`src/rtl/phyb_pkg.sv`:
```
package phyb_pkg;

  // Control word bit map; positions are software-visible behaviour
  localparam int CW_W        = 32;
  localparam int F_ADDR_LSB  = 0;
  localparam int F_ADDR_W    = 6;
  localparam int F_WDAT_LSB  = 8;
  localparam int F_BYTE_W    = 8;
  localparam int F_RDAT_LSB  = 16;
  localparam int B_WR_STB    = 24;
  localparam int B_RD_STB    = 25;
  localparam int B_ACK       = 26;
  localparam int B_ERR       = 27;

  typedef enum logic [1:0] {
    HS_IDLE = 2'd0,
    HS_BUSY = 2'd1,
    HS_DONE = 2'd2
  } hs_state_e;

endpackage

```
`src/rtl/phyb_reg_bank.sv`:
```
module phyb_reg_bank #(
  parameter int ADDR_W = 6,
  parameter int DATA_W = 8
) (
  input  logic              clk,
  input  logic              rst_n,
  input  logic              clr,
  input  logic              we,
  input  logic [ADDR_W-1:0] addr,
  input  logic [DATA_W-1:0] wdata,
  output logic [DATA_W-1:0] rdata
);
  localparam int DEPTH = 1 << ADDR_W;

  logic [DATA_W-1:0] mem [DEPTH];

  // Retention loss takes priority over a write landing on the same edge
  always_ff @(posedge clk) begin
    if (!rst_n || clr) begin
      for (int i = 0; i < DEPTH; i++) mem[i] <= '0;
    end else if (we) begin
      mem[addr] <= wdata;
    end
  end

  assign rdata = mem[addr];

  // after a clear edge every entry, hence any index looked up, is zero
  a_r10_clear_zeroes: assert property (@(posedge clk) disable iff (!rst_n)
    clr |=> (rdata == '0));

endmodule

```
`src/rtl/phyb_ctrl_word.sv`:
```
module phyb_ctrl_word
  import phyb_pkg::*;
#(
  parameter int ADDR_W = F_ADDR_W,
  parameter int DATA_W = F_BYTE_W
) (
  input  logic              clk,
  input  logic              rst_n,
  input  logic              sw_we,
  input  logic [CW_W-1:0]   sw_wdata,
  input  logic              rd_cap,
  input  logic [DATA_W-1:0] rd_val,
  output logic [ADDR_W-1:0] f_addr,
  output logic [DATA_W-1:0] f_wdat,
  output logic              f_wr_stb,
  output logic              f_rd_stb,
  output logic [DATA_W-1:0] f_rdat
);

  // Software-writable fields
  always_ff @(posedge clk) begin
    if (!rst_n) begin
      f_addr   <= '0;
      f_wdat   <= '0;
      f_wr_stb <= 1'b0;
      f_rd_stb <= 1'b0;
    end else if (sw_we) begin
      f_addr   <= sw_wdata[F_ADDR_LSB +: ADDR_W];
      f_wdat   <= sw_wdata[F_WDAT_LSB +: DATA_W];
      f_wr_stb <= sw_wdata[B_WR_STB];
      f_rd_stb <= sw_wdata[B_RD_STB];
    end
  end

  // Read-return field: only a completed read replaces it
  always_ff @(posedge clk) begin
    if (!rst_n)      f_rdat <= '0;
    else if (rd_cap) f_rdat <= rd_val;
  end

  // the read field is held between read completions
  a_r6_rdat_hold: assert property (@(posedge clk) disable iff (!rst_n)
    !rd_cap |=> $stable(f_rdat));

endmodule

```
`src/rtl/phyb_hs_fsm.sv`:
```
module phyb_hs_fsm
  import phyb_pkg::*;
#(
  parameter int ADDR_W  = F_ADDR_W,
  parameter int DATA_W  = F_BYTE_W,
  parameter int ACC_LAT = 2
) (
  input  logic              clk,
  input  logic              rst_n,
  input  logic              wr_stb,
  input  logic              rd_stb,
  input  logic [ADDR_W-1:0] in_addr,
  input  logic [DATA_W-1:0] in_wdat,
  output logic [ADDR_W-1:0] phy_addr,
  output logic [DATA_W-1:0] phy_wdat,
  output logic              phy_we,
  output logic              rd_cap,
  output logic              ack,
  output logic              err
);
  localparam int CNT_W = (ACC_LAT > 1) ? $clog2(ACC_LAT) : 1;
  localparam logic [CNT_W-1:0] CNT_LAST = CNT_W'(ACC_LAT - 1);

  hs_state_e         st;
  logic [CNT_W-1:0]  cnt;
  logic              cap_wr, cap_rd;
  logic              commit;

  assign commit   = (st == HS_BUSY) && (cnt == CNT_LAST);
  assign phy_we   = commit && cap_wr && !cap_rd;
  assign rd_cap   = commit && cap_rd && !cap_wr;

  always_ff @(posedge clk) begin
    if (!rst_n) begin
      st       <= HS_IDLE;
      cnt      <= '0;
      ack      <= 1'b0;
      err      <= 1'b0;
      cap_wr   <= 1'b0;
      cap_rd   <= 1'b0;
      phy_addr <= '0;
      phy_wdat <= '0;
    end else begin
      unique case (st)
        HS_IDLE: begin
          if (wr_stb || rd_stb) begin
            st       <= HS_BUSY;
            cnt      <= '0;
            err      <= 1'b0;
            cap_wr   <= wr_stb;
            cap_rd   <= rd_stb;
            phy_addr <= in_addr;
            phy_wdat <= in_wdat;
          end
        end
        HS_BUSY: begin
          if (cnt == CNT_LAST) begin
            st  <= HS_DONE;
            ack <= 1'b1;
            err <= cap_wr && cap_rd;
          end else begin
            cnt <= cnt + 1'b1;
          end
        end
        HS_DONE: begin
          if (!wr_stb && !rd_stb) begin
            st  <= HS_IDLE;
            ack <= 1'b0;
          end
        end
        default: st <= HS_IDLE;
      endcase
    end
  end

  // with both strobes low, acknowledge drops on the next edge
  a_r3_ack_drop: assert property (@(posedge clk) disable iff (!rst_n)
    (ack && !wr_stb && !rd_stb) |=> !ack);

  // acknowledge only ever rises out of the counted pending window
  a_r2_ack_from_busy: assert property (@(posedge clk) disable iff (!rst_n)
    $rose(ack) |-> ($past(st) == HS_BUSY));

endmodule

```
`src/rtl/phy_ind_bridge.sv`:
```
module phy_ind_bridge
  import phyb_pkg::*;
#(
  parameter int ACC_LAT = 2
) (
  input  logic        clk,
  input  logic        rst_n,
  input  logic        cw_we,
  input  logic [31:0] cw_wdata,
  output logic [31:0] cw_rdata,
  input  logic        phy_sleep
);
  localparam int AW = F_ADDR_W;
  localparam int DW = F_BYTE_W;

  logic [AW-1:0] f_addr, phy_addr;
  logic [DW-1:0] f_wdat, f_rdat, phy_wdat, bank_q;
  logic          f_wr_stb, f_rd_stb;
  logic          phy_we, rd_cap, ack, err;

  phyb_ctrl_word #(.ADDR_W(AW), .DATA_W(DW)) u_cw (
    .clk      (clk),
    .rst_n    (rst_n),
    .sw_we    (cw_we),
    .sw_wdata (cw_wdata),
    .rd_cap   (rd_cap),
    .rd_val   (bank_q),
    .f_addr   (f_addr),
    .f_wdat   (f_wdat),
    .f_wr_stb (f_wr_stb),
    .f_rd_stb (f_rd_stb),
    .f_rdat   (f_rdat)
  );

  phyb_hs_fsm #(.ADDR_W(AW), .DATA_W(DW), .ACC_LAT(ACC_LAT)) u_hs (
    .clk      (clk),
    .rst_n    (rst_n),
    .wr_stb   (f_wr_stb),
    .rd_stb   (f_rd_stb),
    .in_addr  (f_addr),
    .in_wdat  (f_wdat),
    .phy_addr (phy_addr),
    .phy_wdat (phy_wdat),
    .phy_we   (phy_we),
    .rd_cap   (rd_cap),
    .ack      (ack),
    .err      (err)
  );

  phyb_reg_bank #(.ADDR_W(AW), .DATA_W(DW)) u_bank (
    .clk   (clk),
    .rst_n (rst_n),
    .clr   (phy_sleep),
    .we    (phy_we),
    .addr  (phy_addr),
    .wdata (phy_wdat),
    .rdata (bank_q)
  );

  assign cw_rdata = {4'b0000, err, ack, f_rd_stb, f_wr_stb,
                     f_rdat, f_wdat, 2'b00, f_addr};

  // no bank activity while acknowledge is held
  a_r4_quiet_while_ack: assert property (@(posedge clk) disable iff (!rst_n)
    ack |-> !(phy_we || rd_cap));

  // a committed write is followed by acknowledge
  a_r5_write_then_ack: assert property (@(posedge clk) disable iff (!rst_n)
    phy_we |=> ack);

endmodule

```
`config.mk`:
```
export PLATFORM = sky130hd
export DESIGN_NAME = phy_ind_bridge
export DESIGN_NICKNAME = d
export VERILOG_FILES = /design/src/rtl/phyb_pkg.sv /design/src/rtl/phyb_reg_bank.sv /design/src/rtl/phyb_ctrl_word.sv /design/src/rtl/phyb_hs_fsm.sv /design/src/rtl/phy_ind_bridge.sv
export SDC_FILE = /design/constraint.sdc
export NUM_CORES = 1
export LEC_CHECK = 0
export CORE_UTILIZATION = 30
export CTS_CLUSTER_DIAMETER = 30
export CTS_CLUSTER_SIZE = 28
export DETAILED_ROUTE_END_ITERATION = 16
export PLACE_DENSITY_LB_ADDON = 0.25
export SLEW_MARGIN = 20
export SYNTH_ARGS = -nofsm -noshare
export SYNTH_HDL_FRONTEND = slang
export SYNTH_SLANG_ARGS = --single-unit
export TNS_END_PERCENT = 20
```
`constraint.sdc`:
```
create_clock -name clk -period 2.4 [get_ports clk]
set_input_delay 0.36 -clock clk [delete_from_list [all_inputs] [get_ports clk]]
set_output_delay 0.36 -clock clk [all_outputs]
set_load 0.02 [all_outputs]
```
---- Yosys cells after proc, flatten, opt, wreduce, memory -nomap -nowiden ----
Memories as Yosys holds them, arrays and structs flattened. A register that Yosys moved wholly into a read port is not among the register bits.
Index checks and enable logic that the tools add are counted.
word-level totals
  register bits ........................... 37
  latch bits .............................. 0
  bits in writable memories ............... 512
  memory bits (read-only) ................. 0
  input port bits ......................... 36
  output and inout port bits .............. 32
  logic and storage cells ................. 63
  memories kept ........................... 1
memories
  name        depth  bits a word  rd ports  clocked after Yosys merged registers in  wr ports  RTL line             RTL
  u_bank.mem  64     8            1         1                                        64        phyb_reg_bank.sv:15  logic [DATA_W-1:0] mem [DEPTH];
cells by class
  $add $sub $neg .......................... 1
  multiply operators ...................... 0
  div/mod/pow operators ................... 0
  magnitude comparators ................... 0
  equality and inequality tests ........... 5
  shifts and indexed selects .............. 0
  mux-type cells .......................... 20
  bitwise operators ....................... 0
  reductions and logical operators ........ 24
operators with widths
  kind                                                   number
  2-to-1 mux 1 bit                                       11
  AND reduction 3 bit                                    3
  2-to-1 mux 8 bit                                       1
  OR reduction 8 bit                                     1
  logical AND 1 bit                                      7
  logical NOT 1 bit                                      6
  2-to-1 mux 2 bit                                       3
  2-to-1 mux 6 bit                                       1
  inequality test 2 x 1 -> 1 bit, second input constant  3
  case mux 1 bit (2 select lines)                        3
  case mux 2 bit (3 select lines)                        1
  AND reduction 2 bit                                    2
  nonzero test 2 bit                                     2
  equality test 2 x 1 -> 1 bit, second input constant    1
  equality test 2 bit, second input constant             1
  logical NOT 2 bit                                      1
  logical OR 1 bit                                       2
  adder 1 bit, second input constant                     1

---- Logic depth before layout (Yosys ltp) ----
  depth after elaboration ................. 9
  depth in mapped cells ................... 10
  mapped depth without buffers ............ 6

---- Modules after synthesis ----
A second synthesis with hierarchy kept.
second synthesis, totals
  cell total of the unflattened synthesis .. 2016
  area, all modules ....................... 25898.6 um^2
by module, submodules not included
  module          times used  cells an instance  area an instance (um^2)  sequential area each (um^2)
  phyb_reg_bank   1           1826               24046.8                  15374.7
  phyb_ctrl_word  1           77                 917.1                    480.5
  phyb_hs_fsm     1           102                855.8                    420.4
  phy_ind_bridge  1           11                 78.8                     0.0

---- Worst setup path after synthesis ----
No wires, ideal clock.
  kind .................................... reg2reg
  start point ............................. register u_hs.phy_addr[2]
  end point ............................... memory u_bank.mem[11][0], enable pin
  setup time .............................. 0.384 ns
  data arrival time ....................... 1.924 ns
  data required time ...................... 2.016 ns
  setup slack ............................. 0.092 ns
  cell stages (with the launch flop) ...... 9
  path buffers ............................ 5
  clock period less this slack ............ 2.308 ns
  cells stage by stage .................... dfxtp_1 buf_6 buf_6 buf_6 nor2_1 buf_2 nand2_1 clkbuf_1 o21ai_0
RTL lines
  what                    RTL line             RTL
  from (decl)             phyb_hs_fsm.sv:14    output logic [ADDR_W-1:0] phy_addr,
  from (signal assigned)  phyb_hs_fsm.sv:52    phy_addr <= in_addr;
  to (decl)               phyb_reg_bank.sv:15

==> run summary <==
SETUP PATH
------------------------------------------------------------------------------------------------------
Maximum net fanout on the critical path .................................................           12
CP Data Required Time ...................................................................      2.99 ns
CP Launch Point ......................................................................... u_hs.phy_addr[0]
Endpoint type of the worst setup path ...................................................     register
End of the worst register-to-register path .............................................. u_cw.f_rdat[3]
R2r setup slk ...........................................................................     -0.05 ns
Critical path class ..................................................................... register to register
Critical path arrival ...................................................................      3.04 ns
Sort of element at the start of the critical path .......................................     register
Critical path endpoint .................................................................. u_cw.f_rdat[3]
Worst r2r path cells ....................................................................            6
Launching point of the worst reg2reg path ............................................... u_hs.phy_addr[0]

PWR
------------------------------------------------------------------------------------------------------
Reg power frac ..........................................................................        36.5%
Leakage .................................................................................      13.6 nW
Internal power ..........................................................................     0.0237 W
Net load switching power ................................................................    0.00687 W
Part of the power in combinational logic ................................................         5.1%
Maximum resistive drop on vdd ...........................................................     0.462 mV
Clock Power Share .......................................................................        58.4%
Power Density ...........................................................................  876 mW/mm^2
Fraction of power spent switching nets ..................................................        22.5%

STA
------------------------------------------------------------------------------------------------------
Part of the cycle the worst path needs ..................................................         102%
FMAX ....................................................................................      407 MHz
Rel. slew slack .........................................................................        43.9%
Final WS setup ..........................................................................   -0.0543 ns
Final setup vio count ...................................................................            4
Clock period minus final worst setup slack ..............................................      2.45 ns
Number of hold-slack violations in the final timing report ..............................            0
Setup Skew ..............................................................................    0.0205 ns
Setup repair after global routing missed its margin .....................................         true
Total negative slack for setup checks ...................................................    -0.103 ns
Max-slew violation count ................................................................            0
Transition time at the pin with the least slew margin ...................................     0.841 ns

DRT
------------------------------------------------------------------------------------------------------
Detailed Route Iter0 Violations .........................................................         2037
Count of nets left with antenna violations after detail routing .........................            0
Routed wire length per instance .........................................................      24.1 um
Total iterations of the first detailed-routing run ......................................            5
Number of vias in the routed layout .....................................................        18497
Via density per instance ................................................................         5.07
Post-route DRC ..........................................................................            0
Wire length after detailed routing ......................................................     88100 um

STATUS
------------------------------------------------------------------------------------------------------
Violated checks ......................................................................... negative setup slack
Outcome ................................................................................. finished with violations

CTS
------------------------------------------------------------------------------------------------------
Number of sinks on the clock net ........................................................          557
Clock insertion delay at the later pin of the skew report ...............................      0.72 ns
Root buffer cell ........................................................................    clkbuf_16
Total clock buffers created by CTS ......................................................          140
Clock transition at the register clock pins on the worst setup and hold paths after CTS .      0.04 ns
Hold_buf cts ............................................................................            0
H-Tree Level Count ......................................................................            4
Clock tree buffer depth .................................................................            3
CTS tree ................................................................................          yes

FLOORPLAN
------------------------------------------------------------------------------------------------------
Core footprint .......................................................................... 0.0842 sq mm
Number of top-level pins ................................................................           68
Rows ....................................................................................          106
Full die area ........................................................................... 0.0868 sq mm
Die X ...................................................................................       295 um
Initial Utilization .....................................................................        30.5%
DIE HEIGHT ..............................................................................       295 um

YOSYS
------------------------------------------------------------------------------------------------------
Number of synthesis warnings ............................................................            0
Post-Synthesis Cells ....................................................................         2018
Average cell area after synthesis .......................................................   12.7 sq um
Flip-flop and latch count after synthesis ...............................................          557
Number of synthesized flops with an enable pin ..........................................          512
Async set-or-reset flop fraction in the synthesized netlist .............................           0%
Unique cell type count in the Yosys netlist .............................................           68
Post-Syn Area ........................................................................... 0.0257 sq mm
Post-synthesis sequential area ratio ....................................................        63.4%
Predominant post-synthesis flop cell ....................................................     edfxtp_1

GLOBAL ROUTING
------------------------------------------------------------------------------------------------------
Met3 GRT Util ...........................................................................        4.57%
Initial antenna violation count .........................................................            3
M2 GR Usage .............................................................................        32.6%
Largest net degree at the start of global routing .......................................           66
Number of global-route vias before repair ...............................................        18944
Grt ovf .................................................................................            0
Global Route met1 Usage .................................................................        26.9%
Wire length of the first global-routing pass ............................................    127000 um
GR Util All Layers ......................................................................        20.4%
GRT busiest layer .......................................................................         met2

LAYOUT
------------------------------------------------------------------------------------------------------
Multi-input logic area .................................................................. 0.00887 sq mm
Final core utilization ..................................................................        41.4%
Total Nets Final ........................................................................         2440
Most common library cell in the layout ignoring fill and taps ...........................     edfxtp_1
Area growth from synthesis to final layout ..............................................        35.9%
Commonest non-fill, non-tap cells in the layout ......................................... edfxtp_1 (512), and2_1 (459), buf_4 (339)
Fillers .................................................................................         7765
Area taken by flip-flops and latches .................................................... 0.0163 sq mm
Count of placed standard cells in the final layout, fillers left out ....................         3650
Fraction of layout cells with a size suffix above 1 .....................................        29.0%

PLACE
------------------------------------------------------------------------------------------------------
Routability congestion estimate from global placement ...................................        0.900
Placed wire-length estimate .............................................................     57600 um
Placed insts ............................................................................         3366
Port bufs ...............................................................................           45

MIN PATH
------------------------------------------------------------------------------------------------------
Classification of the worst-slack hold path ............................................. primary input to register

JOB
------------------------------------------------------------------------------------------------------
MaxCap Viol Count .......................................................................            0

routing by layer:
layer	routed length (um)	up-vias
li1	-	8251
met1	37600	9280
met2	40900	798
met3	6590	166
met4	2930	2
met5	13	-
stage by stage:
stage	setup WS [ns]	total power, W	hold WS [ns]	instance area (sq um)
after floorplan	0.0924	0.0119	0.444	25700
after global placement	-0.275	0.0127	0.459	29700
after detailed placement	-0.219	0.0128	0.463	29700
after CTS	-0.0497	0.0307	0.239	34400
after global routing	-0.0970	0.0314	0.269	34900
final	-0.0543	0.0306	0.273	34900
power groups by stage:
stage          clock network [W]  registers [W]  logic, W
2_1_floorplan                  0         0.0112  0.000695
3_3_place_gp                   0         0.0113   0.00143
3_5_place_dp                   0         0.0113   0.00144
4_1_cts                   0.0180         0.0112   0.00148
5_1_grt                   0.0186         0.0112   0.00163
6_report                  0.0179         0.0112   0.00155
layout make-up:
class / count / share of cell area [%]
Clock inverter: 78 / 2.23
Clock buffer: 174 / 10.7
Sequential cell: 557 / 46.7
Antenna cell: 2 / 0.0143
Timing Repair Buffer: 427 / 10.8
Tap cell: 1134 / 4.07
Inverter: 5 / 0.0538
Multi-Input combinational cell: 1273 / 25.4
what timing repair did:
item	in CTS	in global routing
setup endpoints to repair	167	82
gates resized for setup	19	77
cloned	0	1
pin swaps	1	20
setup buffers	13	17
state kept, by name, indices dropped and copies added, names as in the netlist, 2 cells and up:
signal,count
u_bank.mem,512
u_cw.f_addr,6
u_cw.f_rdat,8
u_cw.f_wdat,8
u_hs.phy_addr,6
u_hs.phy_wdat,8
u_hs.st,2
kinds of logic after synthesis:
group | count (synthesis) | share of synthesized area, %
simple gates | 765 | 17.0
other cells | 1 | 0.0146
compound gates | 351 | 9.26
mux | 151 | 6.75
flops | 557 | 63.4
buf+inv | 193 | 3.60
worst min path at each step:
| stage | from | to | slack [ns] | cells after the start |
|---|---|---|---|---|
| 6_report | cw_wdata[4] | u_cw.f_addr[4] | 0.27 | 3 |
| 4_1_cts | cw_wdata[4] | u_cw.f_addr[4] | 0.24 | 3 |
| 3_5_place_dp | u_cw.f_addr[1] | u_hs.phy_addr[1] | 0.46 | 2 |
| 5_1_grt | cw_wdata[14] | u_cw.f_wdat[6] | 0.27 | 3 |
| 2_1_floorplan | u_hs.err | u_hs.err | 0.44 | 2 |
| 3_3_place_gp | u_cw.f_addr[1] | u_hs.phy_addr[1] | 0.46 | 2 |
cells in the mapped netlist, types with 2 or more instances:
cell type | count | area (sq um)
a22oi_1 | 48 | 360
and4_1 | 2 | 17.5
nand3b_1 | 3 | 22.5
a221oi_2 | 2 | 30.0
nand2_1 | 76 | 285
o22ai_1 | 23 | 144
buf_2 | 30 | 150
a211oi_1 | 2 | 15.0
nand2_2 | 2 | 12.5
o21ai_1 | 3 | 15.0
a2111oi_0 | 2 | 17.5
or3_1 | 4 | 25.0
a21oi_1 | 56 | 280
nor2b_1 | 7 | 43.8
nand3_1 | 11 | 55.1
and3_1 | 62 | 388
a31oi_1 | 9 | 56.3
and3b_1 | 2 | 17.5
buf_1 | 5 | 18.8
o21ai_0 | 98 | 490
nor2_1 | 105 | 394
and2_1 | 460 | 2880
mux2_2 | 47 | 529
mux4_2 | 13 | 293
clkbuf_1 | 117 | 439
a221oi_1 | 66 | 578
a222oi_1 | 8 | 80.1
o31a_1 | 2 | 17.5
o2111ai_1 | 2 | 17.5
buf_4 | 29 | 218
a221o_1 | 6 | 60.1
inv_1 | 3 | 11.3
edfxtp_1 | 512 | 15400
nand2b_1 | 3 | 18.8
nor3_1 | 10 | 50.1
o2bb2ai_1 | 3 | 26.3
buf_6 | 7 | 78.8
mux2i_1 | 90 | 901
clkinv_1 | 2 | 7.51
or3b_2 | 3 | 26.3
nor3b_1 | 3 | 22.5
dfxtp_1 | 45 | 901
a22o_1 | 10 | 87.6
worst max-delay path, stage by stage (launching register included):
cell,delay [ns]
dfxtp_4,0.52
buf_4,0.23
buf_4,0.16
mux4_2,0.53
o21ai_0,0.52
and4_1,0.29
a31oi_1,0.07
Power figures use the tool's default switching activity.
